--- config.mk ---
export PLATFORM = sky130hd
export DESIGN_NAME = bus_init_seq
export DESIGN_NICKNAME = d
export VERILOG_FILES = /design/src/rtl/bis_pkg.sv /design/src/rtl/bis_req_latch.sv /design/src/rtl/bis_claim_timer.sv /design/src/rtl/bis_fsm.sv /design/src/rtl/bis_result.sv /design/src/rtl/bus_init_seq.sv
export SDC_FILE = /design/constraint.sdc
export NUM_CORES = 1
export LEC_CHECK = 0
export CAP_MARGIN = 20
export CORE_UTILIZATION = 25
export CTS_CLUSTER_DIAMETER = 120
export DETAILED_ROUTE_END_ITERATION = 10
export DONT_BUFFER_PORTS = 1
export GPL_ROUTABILITY_DRIVEN = 0
export GPL_TIMING_DRIVEN = 0
export PLACE_DENSITY = 0.36
export SETUP_SLACK_MARGIN = 0.3
export SLEW_MARGIN = 20
export SYNTH_ARGS = -nofsm -noshare
export SYNTH_HDL_FRONTEND = slang
export SYNTH_HIERARCHICAL = 1
export SYNTH_SLANG_ARGS = --single-unit
--- constraint.sdc ---
create_clock -name clk -period 6 [get_ports clk]
set_input_delay 0.3 -clock clk [delete_from_list [all_inputs] [get_ports clk]]
set_output_delay 0.3 -clock clk [all_outputs]
set_load 0.005 [all_outputs]
--- src/rtl/bis_pkg.sv ---
package bis_pkg;
   typedef enum logic [2:0] {
      ST_IDLE,
      ST_ADR_EXT,
      ST_ADR,
      ST_WAIT,
      ST_DATA,
      ST_FIN
   } bis_state_e;

   localparam logic [3:0] EXT_CODE = 4'b1101;
endpackage

--- src/rtl/bis_req_latch.sv ---
module bis_req_latch #(
   parameter int ADDR_W = 64,
   parameter int DATA_W = 32,
   parameter int CMD_W  = 4
) (
   input  logic                clk,
   input  logic                rst_n,
   input  logic                load,
   input  logic [ADDR_W-1:0]   in_addr,
   input  logic [CMD_W-1:0]    in_cmd,
   input  logic [DATA_W-1:0]   in_wdata,
   input  logic [DATA_W/8-1:0] in_be_n,
   output logic                need_ext_d,
   output logic                need_ext,
   output logic [DATA_W-1:0]   addr_lo,
   output logic [DATA_W-1:0]   addr_hi,
   output logic [CMD_W-1:0]    cmd,
   output logic [DATA_W-1:0]   wdata,
   output logic [DATA_W/8-1:0] be_n,
   output logic                is_write
);
   localparam int BE_W = DATA_W / 8;

   logic [ADDR_W-1:0] addr_q;
   logic              ext_q;

   always_ff @(posedge clk or negedge rst_n) begin
      if (!rst_n) begin
         addr_q  <= '0;
         cmd     <= '0;
         wdata   <= '0;
         be_n    <= {BE_W{1'b1}};
         ext_q   <= 1'b0;
      end else if (load) begin
         addr_q  <= in_addr;
         cmd     <= in_cmd;
         wdata   <= in_wdata;
         be_n    <= in_be_n;
         ext_q   <= need_ext_d;
      end
   end

   assign is_write = cmd[0];
   assign need_ext = ext_q;
   assign addr_lo  = addr_q[DATA_W-1:0];

   generate
      if (ADDR_W > DATA_W) begin : g_wide
         assign need_ext_d = |in_addr[ADDR_W-1:DATA_W];
         assign addr_hi    = addr_q[ADDR_W-1:DATA_W];
      end else begin : g_narrow
         assign need_ext_d = 1'b0;
         assign addr_hi    = '0;
      end
   endgenerate
endmodule

--- src/rtl/bis_claim_timer.sv ---
module bis_claim_timer #(
   parameter int WAIT = 5
) (
   input  logic clk,
   input  logic rst_n,
   input  logic clear,
   input  logic run,
   output logic expired
);
   localparam int CNT_W = $clog2(WAIT + 1);
   localparam logic [CNT_W-1:0] LAST = CNT_W'(WAIT - 1);

   logic [CNT_W-1:0] cnt;

   always_ff @(posedge clk or negedge rst_n) begin
      if (!rst_n)
         cnt <= '0;
      else if (clear)
         cnt <= '0;
      else if (run && cnt != LAST)
         cnt <= cnt + 1'b1;
   end

   assign expired = run && (cnt == LAST);

   p_cnt_bound_r6: assert property (@(posedge clk) disable iff (!rst_n)
      cnt <= LAST);
endmodule

--- src/rtl/bis_fsm.sv ---
module bis_fsm
   import bis_pkg::*;
(
   input  logic       clk,
   input  logic       rst_n,
   input  logic       start,
   input  logic       need_ext_d,
   input  logic       claim,
   input  logic       expired,
   output bis_state_e state,
   output logic       load,
   output logic       tmr_clear,
   output logic       tmr_run,
   output logic       capture,
   output logic       timeout
);
   bis_state_e nxt;

   always_comb begin
      nxt       = state;
      load      = 1'b0;
      capture   = 1'b0;
      timeout   = 1'b0;
      tmr_clear = (state == ST_ADR);
      tmr_run   = (state == ST_WAIT);
      unique case (state)
         ST_IDLE:
            if (start) begin
               load = 1'b1;
               nxt  = need_ext_d ? ST_ADR_EXT : ST_ADR;
            end
         ST_ADR_EXT: nxt = ST_ADR;
         ST_ADR:     nxt = ST_WAIT;
         ST_WAIT:
            if (claim)
               nxt = ST_DATA;
            else if (expired) begin
               timeout = 1'b1;
               nxt     = ST_FIN;
            end
         ST_DATA: begin
            capture = 1'b1;
            nxt     = ST_FIN;
         end
         ST_FIN:  nxt = ST_IDLE;
         default: nxt = ST_IDLE;
      endcase
   end

   always_ff @(posedge clk or negedge rst_n) begin
      if (!rst_n) state <= ST_IDLE;
      else        state <= nxt;
   end

   p_ext_then_adr_r3: assert property (@(posedge clk) disable iff (!rst_n)
      state == ST_ADR_EXT |=> state == ST_ADR);
   p_data_single_r5: assert property (@(posedge clk) disable iff (!rst_n)
      state == ST_DATA |=> state == ST_FIN);
   p_fin_single_r9: assert property (@(posedge clk) disable iff (!rst_n)
      state == ST_FIN |=> state == ST_IDLE);
endmodule

--- src/rtl/bis_result.sv ---
module bis_result #(
   parameter int DATA_W = 32
) (
   input  logic              clk,
   input  logic              rst_n,
   input  logic              load,
   input  logic              capture,
   input  logic              timeout,
   input  logic              is_write,
   input  logic [DATA_W-1:0] bus_data,
   output logic [DATA_W-1:0] rdata_q,
   output logic              abort_q
);
   always_ff @(posedge clk or negedge rst_n) begin
      if (!rst_n) begin
         rdata_q <= '0;
         abort_q <= 1'b0;
      end else if (load) begin
         rdata_q <= '0;
         abort_q <= 1'b0;
      end else if (timeout) begin
         abort_q <= 1'b1;
         rdata_q <= is_write ? '0 : '1;
      end else if (capture && !is_write) begin
         rdata_q <= bus_data;
      end
   end
endmodule

--- src/rtl/bus_init_seq.sv ---
module bus_init_seq
   import bis_pkg::*;
#(
   parameter int ADDR_W     = 64,
   parameter int DATA_W     = 32,
   parameter int CMD_W      = 4,
   parameter int CLAIM_WAIT = 5
) (
   input  logic                clk,
   input  logic                rst_n,
   input  logic                req_start,
   input  logic [ADDR_W-1:0]   req_addr,
   input  logic [CMD_W-1:0]    req_cmd,
   input  logic [DATA_W-1:0]   req_wdata,
   input  logic [DATA_W/8-1:0] req_be_n,
   output logic                busy,
   output logic                done,
   output logic                abort,
   output logic [DATA_W-1:0]   rdata,
   output logic [DATA_W-1:0]   bus_ad_out,
   output logic                bus_ad_oe,
   output logic [CMD_W-1:0]    bus_cbe_n,
   output logic                bus_active,
   input  logic                bus_claim,
   input  logic [DATA_W-1:0]   bus_ad_in
);
   localparam int BE_W = DATA_W / 8;

   generate
      if (ADDR_W != DATA_W && ADDR_W != 2 * DATA_W) begin : g_bad_addr
         $error("ADDR_W must equal DATA_W or twice DATA_W");
      end
      if (CLAIM_WAIT < 1) begin : g_bad_wait
         $error("CLAIM_WAIT must be at least 1");
      end
      if (CMD_W != BE_W || CMD_W != 4) begin : g_bad_cmd
         $error("CMD_W must be 4 and match the byte lane count");
      end
   endgenerate

   bis_state_e        state;
   logic              load, tmr_clear, tmr_run, capture, timeout, expired;
   logic              need_ext_d, need_ext, is_write, abort_q;
   logic [DATA_W-1:0] addr_lo, addr_hi, wdata, rdata_q;
   logic [CMD_W-1:0]  cmd;
   logic [BE_W-1:0]   be_n;

   bis_req_latch #(.ADDR_W(ADDR_W), .DATA_W(DATA_W), .CMD_W(CMD_W)) u_req (
      .clk(clk), .rst_n(rst_n), .load(load),
      .in_addr(req_addr), .in_cmd(req_cmd), .in_wdata(req_wdata), .in_be_n(req_be_n),
      .need_ext_d(need_ext_d), .need_ext(need_ext),
      .addr_lo(addr_lo), .addr_hi(addr_hi), .cmd(cmd),
      .wdata(wdata), .be_n(be_n), .is_write(is_write)
   );

   bis_fsm u_fsm (
      .clk(clk), .rst_n(rst_n), .start(req_start), .need_ext_d(need_ext_d),
      .claim(bus_claim), .expired(expired), .state(state), .load(load),
      .tmr_clear(tmr_clear), .tmr_run(tmr_run), .capture(capture), .timeout(timeout)
   );

   bis_claim_timer #(.WAIT(CLAIM_WAIT)) u_tmr (
      .clk(clk), .rst_n(rst_n), .clear(tmr_clear), .run(tmr_run), .expired(expired)
   );

   bis_result #(.DATA_W(DATA_W)) u_res (
      .clk(clk), .rst_n(rst_n), .load(load), .capture(capture), .timeout(timeout),
      .is_write(is_write), .bus_data(bus_ad_in), .rdata_q(rdata_q), .abort_q(abort_q)
   );

   assign busy  = (state != ST_IDLE);
   assign done  = (state == ST_FIN);
   assign abort = done && abort_q;
   assign rdata = done ? rdata_q : '0;

   always_comb begin
      bus_ad_out = '0;
      bus_ad_oe  = 1'b0;
      bus_cbe_n  = '1;
      bus_active = 1'b0;
      unique case (state)
         ST_ADR_EXT: begin
            bus_ad_out = addr_lo;
            bus_ad_oe  = 1'b1;
            bus_cbe_n  = EXT_CODE;
            bus_active = 1'b1;
         end
         ST_ADR: begin
            bus_ad_out = need_ext ? addr_hi : addr_lo;
            bus_ad_oe  = 1'b1;
            bus_cbe_n  = cmd;
            bus_active = 1'b1;
         end
         ST_WAIT, ST_DATA: begin
            bus_ad_out = is_write ? wdata : '0;
            bus_ad_oe  = is_write;
            bus_cbe_n  = be_n;
            bus_active = 1'b1;
         end
         default: ;
      endcase
   end

   p_done_pulse_r9: assert property (@(posedge clk) disable iff (!rst_n)
      done |=> !done);
   p_start_busy_r9: assert property (@(posedge clk) disable iff (!rst_n)
      (req_start && !busy) |=> busy);
   p_abort_with_done_r6: assert property (@(posedge clk) disable iff (!rst_n)
      abort |-> done);
   p_abort_ones_r7: assert property (@(posedge clk) disable iff (!rst_n)
      (abort && !is_write) |-> rdata == '1);
   p_read_no_drive_r4: assert property (@(posedge clk) disable iff (!rst_n)
      (state == ST_WAIT && !is_write) |-> !bus_ad_oe);
   p_busy_hold_r10: assert property (@(posedge clk) disable iff (!rst_n)
      (busy && !done) |=> busy);
endmodule

==> metrics, run 1 <==
Tot GR Track Use 0.161; fin crit share 0.460; # Max-Cap Violations 0; Clock Path Buffers 2; Post-Syn Instances 605; Slew @ Worst Pin 0.925 ns; status finished, final reports clean; worst r2r src u_fsm/state[0]$_DFFE_PN0P_; WHS Endpoint u_req/addr_q[30]$_DFFE_PN0P_; Leak Pwr 0.00391 uW; Final Hold Vio Count 0; drc violations 0; row cnt 63; critical path fanouts, max 16; critical path class reg2out; clock period minus worst slack about 2.8 ns; DRT Pass-1 Iters 4; Final Net Count 860; Primary FF master, synth dfrtp_1; Routed WL about 25 mm; final setup fails 0; #FFs+latches synth around 140; post-synthesis async set-or-reset flop share 1.00; Area growth syn-to-layout 26.5%; Synth Warn # 6; post-synthesis net count approximately 750; Req. time, crit path 5.70 ns; post-cts resize count 0; Worst R2R Path Depth 8; clk root buf clkbuf_16; Hold Crit Class in2reg; EDFF count, synth 0; initial antenna violation count 1; Mean Syn Cell Area 12.8 um2; H-tree depth 4; Slew Viols, Final 0; R2R setup slack 3.63 ns; first-pass GRT wire length ~37 mm; post-route clock skew 0.00867 ns; DP HPWL roughly 17 mm; commonest non-fill, non-tap cells in the layout dfrtp_1 (140), mux2_2 (95), dlygate4sd3_1 (93); GR Overflow Total 0; sequential area share after synthesis 0.468; setup TNS 0 ns; Synth cell types 48; CP arrival 2.46 ns; Iteration-0 DRC Markers approximately 160; fmax between 0.3 and 0.4 GHz; RSZ-0062 raised after global routing false; I/O Buffers 0; RR Endpoint u_res/rdata_q[20]$_DFFE_PN0P_; clk sinks roughly 140; Power, Total 4920 uW; Max VDD drop approximately 0.18 mV; latest clock arrival within the worst-skew pair between 0.4 and 0.5 ns; WL per Instance about 22 um; # hold bufs at CTS a little over 90; Core Region ~0.03 mm2; DR vias/cell 4.76; Reg clk slew, reported paths 0.07 ns; synthesized cell area around 0.0077 mm2; CTS tree yes; hold path start req_addr[30]; # IOs 213; vias in the first global route 5,936; layout cells sized above 1 0.346; crit start category flip-flop; die width roughly 180 um; Num CTS Buffers 17; hold depth 1; Slew headroom 0.377; commonest non-fill, non-tap cell in the layout dfrtp_1; detailed-route via count roughly 5,300; antenna violation net count after detailed routing 0; Cell Pwr Density 504 mW/mm2; number of setup buffers added after CTS 0; Die Y approximately 180 um; dpl cell area ~0.0082 mm2; Final Instance Area 0.00976 mm2; Initial Utilization 0.257; CP Capture Type primary output; largest net degree at the start of global routing 145; Die ar. 0.0316 mm2
## synth_stat cells (all sizes together), types with 3 or more instances
master,number,share of area
nor3b,4,0.0052
dfrtp,140,0.45
dfstp,4,0.014
or2,3,0.0024
buf,40,0.040
a21oi,37,0.024
nand2b,5,0.0041
clkbuf,16,0.0079
o2bb2ai,33,0.037
and2,34,0.028
inv,37,0.018
nor4,8,0.0065
nor2,10,0.0049
o32ai,32,0.066
mux2,138,0.22
a22oi,32,0.031
o22ai,3,0.0024
## area by class of cell
type | instances | area (um2)
fill | 3046 | 20300
sequential | 144 | 3610
multi-input combinational | 368 | 3600
timing repair buffer | 94 | 958
tap | 390 | 488
clock buffer | 18 | 439
buffer | 56 | 367
clock inverter | 14 | 154
inverter | 37 | 139
antenna | 1 | 2.50
## how the worst max path moves through the flow
stage	start	endpoint	slack, ns	cells past startpoint
5_1_grt	u_fsm/state[0]$_DFFE_PN0P_	bus_ad_out[12]	3.05	5
2_1_floorplan	u_fsm/state[0]$_DFFE_PN0P_	u_res/rdata_q[0]$_DFFE_PN0P_	4.09	8
6_report	u_fsm/state[0]$_DFFE_PN0P_	bus_ad_out[12]	3.24	5
3_5_place_dp	u_fsm/state[0]$_DFFE_PN0P_	bus_ad_out[12]	3.62	5
4_1_cts	u_fsm/state[0]$_DFFE_PN0P_	bus_ad_out[19]	3.16	5
3_3_place_gp	u_fsm/state[0]$_DFFE_PN0P_	bus_ad_out[12]	3.64	5
## sequential cells by signal, indices dropped and copies added, names as in the netlist
name	flops
u_req/addr_q	64
u_req/wdata	32
u_res/rdata_q	32
u_req/be_n	4
u_req/cmd	4
u_fsm/state	3
u_tmr/cnt	3
u_req/need_ext	1
u_res/abort_q	1
## worst max-delay path: stages, from the launching register on
cell,delay (ns)
dfrtp_1,0.65
and2b_1,0.20
buf_4,0.15
clkbuf_1,0.53
a22oi_1,0.25
o2bb2ai_1,0.24
## metal layers
layer / vias up / GRT usage / part of all wire / routed length [um]
met5: - / 0 / 0 / 0
met4: 0 / 0.0431 / 0.011 / 276
met3: 18 / 0.0424 / 0.060 / 1480
met2: 170 / 0.261 / 0.47 / 11700
met1: 2679 / 0.210 / 0.45 / 11200
li1: 2470 / - / - / -
## stage by stage
step           hold slack (ns)   util  cells  setup slack [ns]
2_1_floorplan          0.00441      -    605              4.09
3_3_place_gp            0.0123  0.273    995              3.64
3_5_place_dp            0.0167  0.273    995              3.62
4_1_cts                0.00105  0.324   1120              3.16
5_1_grt              0.0000917  0.325   1122              3.05
6_report                0.0226  0.325   1122              3.24
## report_power, final
group | leakage (uW) | switching, uW | internal (uW)
Combinational | 0.00186 | 1010 | 1070
Clock | 0.000284 | 467 | 630
Sequential | 0.00177 | 301 | 1440
## logic make-up (layout without fill, tap and decap cells)
| family | after synthesis | count (layout) | share of synthesized area |
|---|---|---|---|
| buffers and inverters | 93 | 219 | 0.0655 |
| adders and majority gates | 2 | 2 | 0.00324 |
| DFF | 144 | 144 | 0.468 |
| muxes | 139 | 139 | 0.223 |
| AOI/OAI and AO/OA | 149 | 149 | 0.175 |
| and+or+nand+nor | 78 | 78 | 0.0652 |
| other | 0 | 1 | 0 |
(Power assumes the default switching activity.)
==> inputs of run 2 (changes only) <==
==> constraint.sdc (replaced) <==
create_clock -name clk -period 2.6 [get_ports clk]
set_input_delay 0.13 -clock clk [delete_from_list [all_inputs] [get_ports clk]]
set_output_delay 0.13 -clock clk [all_outputs]
set_load 0.005 [all_outputs]
==> metrics, run 2 (synthesized netlist as in run 1, its figures left out) <==
CTS tree yes (unchanged); Routed WL 24.8 mm (was 24.6 mm); DP HPWL 17.2 mm (unchanged); antenna violation net count after detailed routing 0 (unchanged); CP endpoint bus_ad_out[21] (was bus_ad_out[12]); largest registers u_req/addr_q (64), u_req/wdata (32), u_res/rdata_q (32) (unchanged); clock period minus worst slack roughly 2.2 ns; H-tree depth 4 (unchanged); Core Region 0.0300 mm2 (unchanged); crit path from u_fsm/state[0]$_DFFE_PN0P_ (unchanged); WHS -0.604 ns (was 0.0226 ns); # Max-Cap Violations 0 (unchanged); detailed-route via count 5,515 (was 5,337); status complete, but fails checks (was finished, final reports clean); final setup fails 0 (unchanged); Reg clk slew, reported paths 0.07 ns (about the same); largest net degree at the start of global routing 145 (unchanged); Final Net Count 906 (was 860); row cnt 63 (unchanged); Power, Total 11,500 uW (was 4920 uW); fmax around 0.46 GHz; Fillers 2,999 (was 3,046); clk root buf clkbuf_16 (unchanged); Slowest-stage cell, CP dfrtp_2 (was dfrtp_1); failing checks negative hold slack; Slew @ Worst Pin 0.738 ns (was 0.925 ns); critical path fanouts, max 16 (unchanged); critical path class reg2out (unchanged); worst r2r src u_fsm/state[1]$_DFFE_PN0P_ (was u_fsm/state[0]$_DFFE_PN0P_); die width 178 um (unchanged); # IOs 213 (unchanged); CP arrival 2.06 ns (was 2.46 ns); critical-path cell list or3b_4 -> a21boi_4 -> buf_6 -> o2bb2ai_1 (was and2b_1 -> buf_4 -> clkbuf_1 -> a22oi_1 -> o2bb2ai_1); RR Endpoint u_req/wdata[30]$_DFFE_PN0P_ (was u_res/rdata_q[20]$_DFFE_PN0P_); Tot GR Track Use 0.162 (was 0.161); I/O Buffers 0 (unchanged); latest clock arrival within the worst-skew pair 0.43 ns (was 0.44 ns); layout cells sized above 1 0.347 (was 0.346); Iteration-0 DRC Markers 183 (was 158); fin crit share 0.841; drc violations 0 (unchanged); Biggest register u_req/addr_q (unchanged); RSZ-0062 raised after global routing false (unchanged); DR vias/cell 4.72 (was 4.76); Die Y 178 um (unchanged); GR Overflow Total 0 (unchanged); Clock Path Buffers 2 (unchanged); CP Capture Type primary output (unchanged); Area growth syn-to-layout 32.9% (was 26.5%); R2R setup slack 0.43 ns (was 3.63 ns); Cell Pwr Density 1120 mW/mm2 (was 504 mW/mm2); commonest non-fill, non-tap cell in the layout dlygate4sd3_1 (was dfrtp_1); setup TNS 0 ns (unchanged); clk sinks 144 (unchanged); Die ar. 0.0316 mm2 (unchanged); max reg flops 64 (unchanged); Leak Pwr 0.00414 uW (was 0.00391 uW); vias in the first global route 6,166 (was 5,936); Slew headroom 0.504 (was 0.377); Worst R2R Path Depth 6 (was 8); post-route clock skew 0.00726 ns (was 0.00867 ns); Req. time, crit path 2.47 ns (was 5.70 ns); Initial Utilization 0.257 (unchanged); Final Hold Vio Count 144 (was 0); Slew Viols, Final 0 (unchanged); Num CTS Buffers 17 (unchanged); initial antenna violation count 1 (unchanged); slowest stage delay, CP 0.51 ns (was 0.65 ns); Hold Crit Class in2async (was in2reg); WL per Instance 21.2 um (was 21.9 um); DRT Pass-1 Iters 4 (unchanged); commonest non-fill, non-tap cells in the layout dlygate4sd3_1 (139), dfrtp_1 (138), mux2_2 (95) (was dfrtp_1 (140), mux2_2 (95), dlygate4sd3_1 (93)); first-pass GRT wire length 37.8 mm (was 37.3 mm); # hold bufs at CTS 139 (was 93); Max VDD drop 0.423 mV (was 0.182 mV); crit start category flip-flop (unchanged)
-- run 2: how the worst min path moves through the flow --
stage,slack (ns),endpoint,depth (start not counted),start
after floorplan,-0.17,u_fsm/state[0]$_DFFE_PN0P_,0,rst_n
after global placement,-0.16,u_req/addr_q[5]$_DFFE_PN0P_,0,rst_n
after detailed placement,-0.15,u_req/addr_q[4]$_DFFE_PN0P_,0,rst_n
after CTS,-0.63,u_req/addr_q[4]$_DFFE_PN0P_,0,rst_n
after global routing,-0.63,u_req/addr_q[4]$_DFFE_PN0P_,0,rst_n
final,-0.60,u_req/addr_q[4]$_DFFE_PN0P_,0,rst_n
-- run 2: through the flow --
stage               hold WS (ns)  utilization  worst slack (ns)  instances  instance area [um2]
finish                    -0.604        0.341             0.415       1168                10300
global route              -0.632        0.341             0.301       1168                10300
CTS                       -0.633        0.340             0.276       1166                10200
detailed placement        -0.153        0.273             0.257        995                 8200
global placement          -0.158        0.273             0.325        995                 8200
floorplan                 -0.166            -             0.693        605                 7710
-- run 2: critical path, delay by kind of cell (launching register included) --
family / cells / cell delay, ns
buf+inv: 1 / 0.21
flops: 1 / 0.51
simple gates: 1 / 0.45
compound gates: 2 / 0.45
-- run 2: layer usage --
layer | global-route usage | up-vias | wire length [um]
met5 | 0 | - | 0
met4 | 0.0442 | 0 | 277
met3 | 0.0379 | 19 | 1340
met2 | 0.264 | 158 | 11800
met1 | 0.214 | 2779 | 11300
li1 | - | 2559 | -
-- run 2: report_power, final --
part           internal (uW)  switching [uW]
Sequential              3340             699
Combinational           2570            2330
Clock                   1450            1080
Total                   7360            4110
-- run 2: final cells by class --
cell class              count  area (um2)  area share
multi-input cells         368        3630       0.354
flip-flops and latches    144        3610       0.352
repair buffers            140        1400       0.136
well taps                 390         488      0.0476
clock buffers              18         439      0.0428
plain buffers              56         397      0.0387
clock inverters            14         154      0.0150
inverters                  37         139      0.0135
diodes                      1        2.50    0.000244
-- run 2: what timing repair did --
action | CTS | global route
buffers inserted | 0 | 1
setup endpoints to repair | 79 | 60
pin swaps | 0 | 1
gates cloned | 0 | 0
hold endpoints to repair | 284 | 144
gates resized for setup | 11 | 17
==> inputs of run 3 (changes only) <==
==> constraint.sdc (replaced) <==
create_clock -name clk -period 2.16 [get_ports clk]
set_input_delay 0.108 -clock clk [delete_from_list [all_inputs] [get_ports clk]]
set_output_delay 0.108 -clock clk [all_outputs]
set_load 0.005 [all_outputs]
==> metrics, run 3 (synthesized netlist as in run 1, its figures left out) <==
Final Net Count 966 (was 906); slowest stage delay, CP 0.41 ns (was 0.51 ns); RSZ-0062 raised after global routing true (was false); setup TNS 0 ns (unchanged); layout cells sized above 1 0.468 (was 0.347); fin crit share 0.964; DR vias/cell 4.76 (was 4.72); critical-path cell list buf_6 -> or3b_4 -> a21boi_4 -> buf_12 -> buf_12 -> o2bb2ai_1 (was or3b_4 -> a21boi_4 -> buf_6 -> o2bb2ai_1); critical path class reg2out (unchanged); # hold bufs at CTS 138 (was 139); CTS tree yes (unchanged); WL per Instance 22.2 um (was 21.2 um); first-pass GRT wire length 37.9 mm (was 37.8 mm); crit start category flip-flop (unchanged); Slowest-stage cell, CP dfrtp_1 (was dfrtp_2); GR Overflow Total 0 (unchanged); Cell Pwr Density 1360 mW/mm2 (was 1120 mW/mm2); Die ar. 0.0316 mm2 (unchanged); Worst path top cell family by delay buffers and inverters (was flip-flops); dpl cells 995 (unchanged); I/O Buffers 0 (unchanged); # IOs 213 (unchanged); final cell count without fillers 1,229 (was 1,168); final setup fails 0 (unchanged); DRT Pass-1 Iters 6 (was 4); # Max-Cap Violations 0 (unchanged); Power, Total 16,500 uW (was 11,500 uW); H-tree depth 4 (unchanged); clk root buf clkbuf_16 (unchanged); commonest non-fill, non-tap cells in the layout dlygate4sd3_1 (138), dfrtp_1 (138), mux2_4 (103) (was dlygate4sd3_1 (139), dfrtp_1 (138), mux2_2 (95)); Iteration-0 DRC Markers 284 (was 183); clk sinks 144 (unchanged); Slew @ Worst Pin 0.812 ns (was 0.738 ns); failing checks negative hold slack (unchanged); Reg clk slew, reported paths 0.07 ns (about the same); Max VDD drop 0.618 mV (was 0.423 mV); Core Region 0.0300 mm2 (unchanged); Tot GR Track Use 0.163 (was 0.162); post-route clock skew 0.0111 ns (was 0.00726 ns); antenna violation net count after detailed routing 0 (unchanged); largest registers u_req/addr_q (64), u_req/wdata (32), u_res/rdata_q (32) (unchanged); R2R setup slack 0.12 ns (was 0.43 ns); status complete, but fails checks (unchanged); WHS -0.633 ns (was -0.604 ns); Initial Utilization 0.257 (unchanged); Die Y 178 um (unchanged); Critical path buffers and inverters 3 (was 1); Leak Pwr 0.00495 uW (was 0.00414 uW); fmax just under 0.5 GHz; Num CTS Buffers 17 (unchanged); CP Capture Type primary output (unchanged); Routed WL 27.3 mm (was 24.8 mm); critical path fanouts, max 10 (was 16); vias in the first global route 6,114 (was 6,166); Req. time, crit path 2.05 ns (was 2.47 ns); detailed-route via count 5,853 (was 5,515); CP arrival 1.97 ns (was 2.06 ns); drc violations 0 (unchanged); DP HPWL 16.9 mm (was 17.2 mm); largest net degree at the start of global routing 145 (unchanged); Worst path most repeated cell buf_12; Hold Crit Class in2async (unchanged); die width 178 um (unchanged); Biggest register u_req/addr_q (unchanged); Final Hold Vio Count 144 (unchanged); max reg flops 64 (unchanged); Slew Viols, Final 0 (unchanged); Area growth syn-to-layout 57.2% (was 32.9%); latest clock arrival within the worst-skew pair 0.43 ns (about the same); row cnt 63 (unchanged); initial antenna violation count 4 (was 1); Clock Path Buffers 2 (unchanged); Slew headroom 0.453 (was 0.504); clock period minus worst slack 2.08 ns
[run 3: area by class of cell]
class                      count  area [um2]
antenna                        3        7.51
buffer                        56         696
clock buffer                  20         457
clock inverter                11        83.8
fill                        2855       17900
inverter                      37         143
multi-input combinational    368        4370
sequential                   144        3610
tap                          390         488
timing repair buffer         200        2280
[run 3: worst register-to-register path, stage by stage, from the launching register on]
cell,delay [ns]
dfrtp_2,0.44
buf_6,0.13
buf_6,0.11
nor4b_4,0.34
buf_4,0.20
buf_12,0.14
buf_6,0.11
buf_12,0.11
mux2_2,0.34
[run 3: routing by layer]
metal | routed length [um] | GRT usage | part of all wire | vias to the layer above
met1 | 12800 | 0.216 | 0.47 | 2960
met2 | 12500 | 0.254 | 0.46 | 183
li1 | - | - | - | 2688
met4 | 338 | 0.0456 | 0.012 | 2
met5 | 17 | 0 | 0.00062 | -
met3 | 1610 | 0.0486 | 0.059 | 20
[run 3: power by group]
part	internal, uW	switching, uW
Sequential	4020	925
Combinational	5100	3660
Clock	1530	1260
[run 3: final timing paths]
check | start | depth (start not counted) | endpoint
max in group asynchronous | rst_n | 0 | u_req/be_n[1]$_DFFE_PN1P_
max | u_fsm/state[1]$_DFFE_PN0P_ | 6 | bus_ad_out[23]
min reg2reg | u_req/addr_q[46]$_DFFE_PN0P_ | 1 | u_req/addr_q[46]$_DFFE_PN0P_
max reg2reg | u_fsm/state[2]$_DFFE_PN0P_ | 8 | u_req/addr_q[9]$_DFFE_PN0P_
min in group clk | req_addr[55] | 3 | u_req/need_ext$_DFFE_PN0P_
min | rst_n | 0 | u_req/addr_q[5]$_DFFE_PN0P_
[run 3: timing repair]
item | 4_1_cts | 5_1_grt
pin swaps | 3 | 11
resized for setup | 117 | 147
cloned | 4 | 15
setup endpoints to repair | 207 | 208
endpoints found under the hold margin | 284 | 144
setup buffers | 29 | 14
[run 3: stage by stage]
stage               area, um2  hold slack (ns)   util  setup WS, ns
CTS                     11000           -0.647  0.366        0.0652
global placement         8230           -0.177  0.274       -0.0229
finish                  12100           -0.633  0.404        0.0773
floorplan                7740           -0.188      -         0.313
detailed placement       8230           -0.177  0.274        0.0243
global route            12100           -0.659  0.404      -0.00378
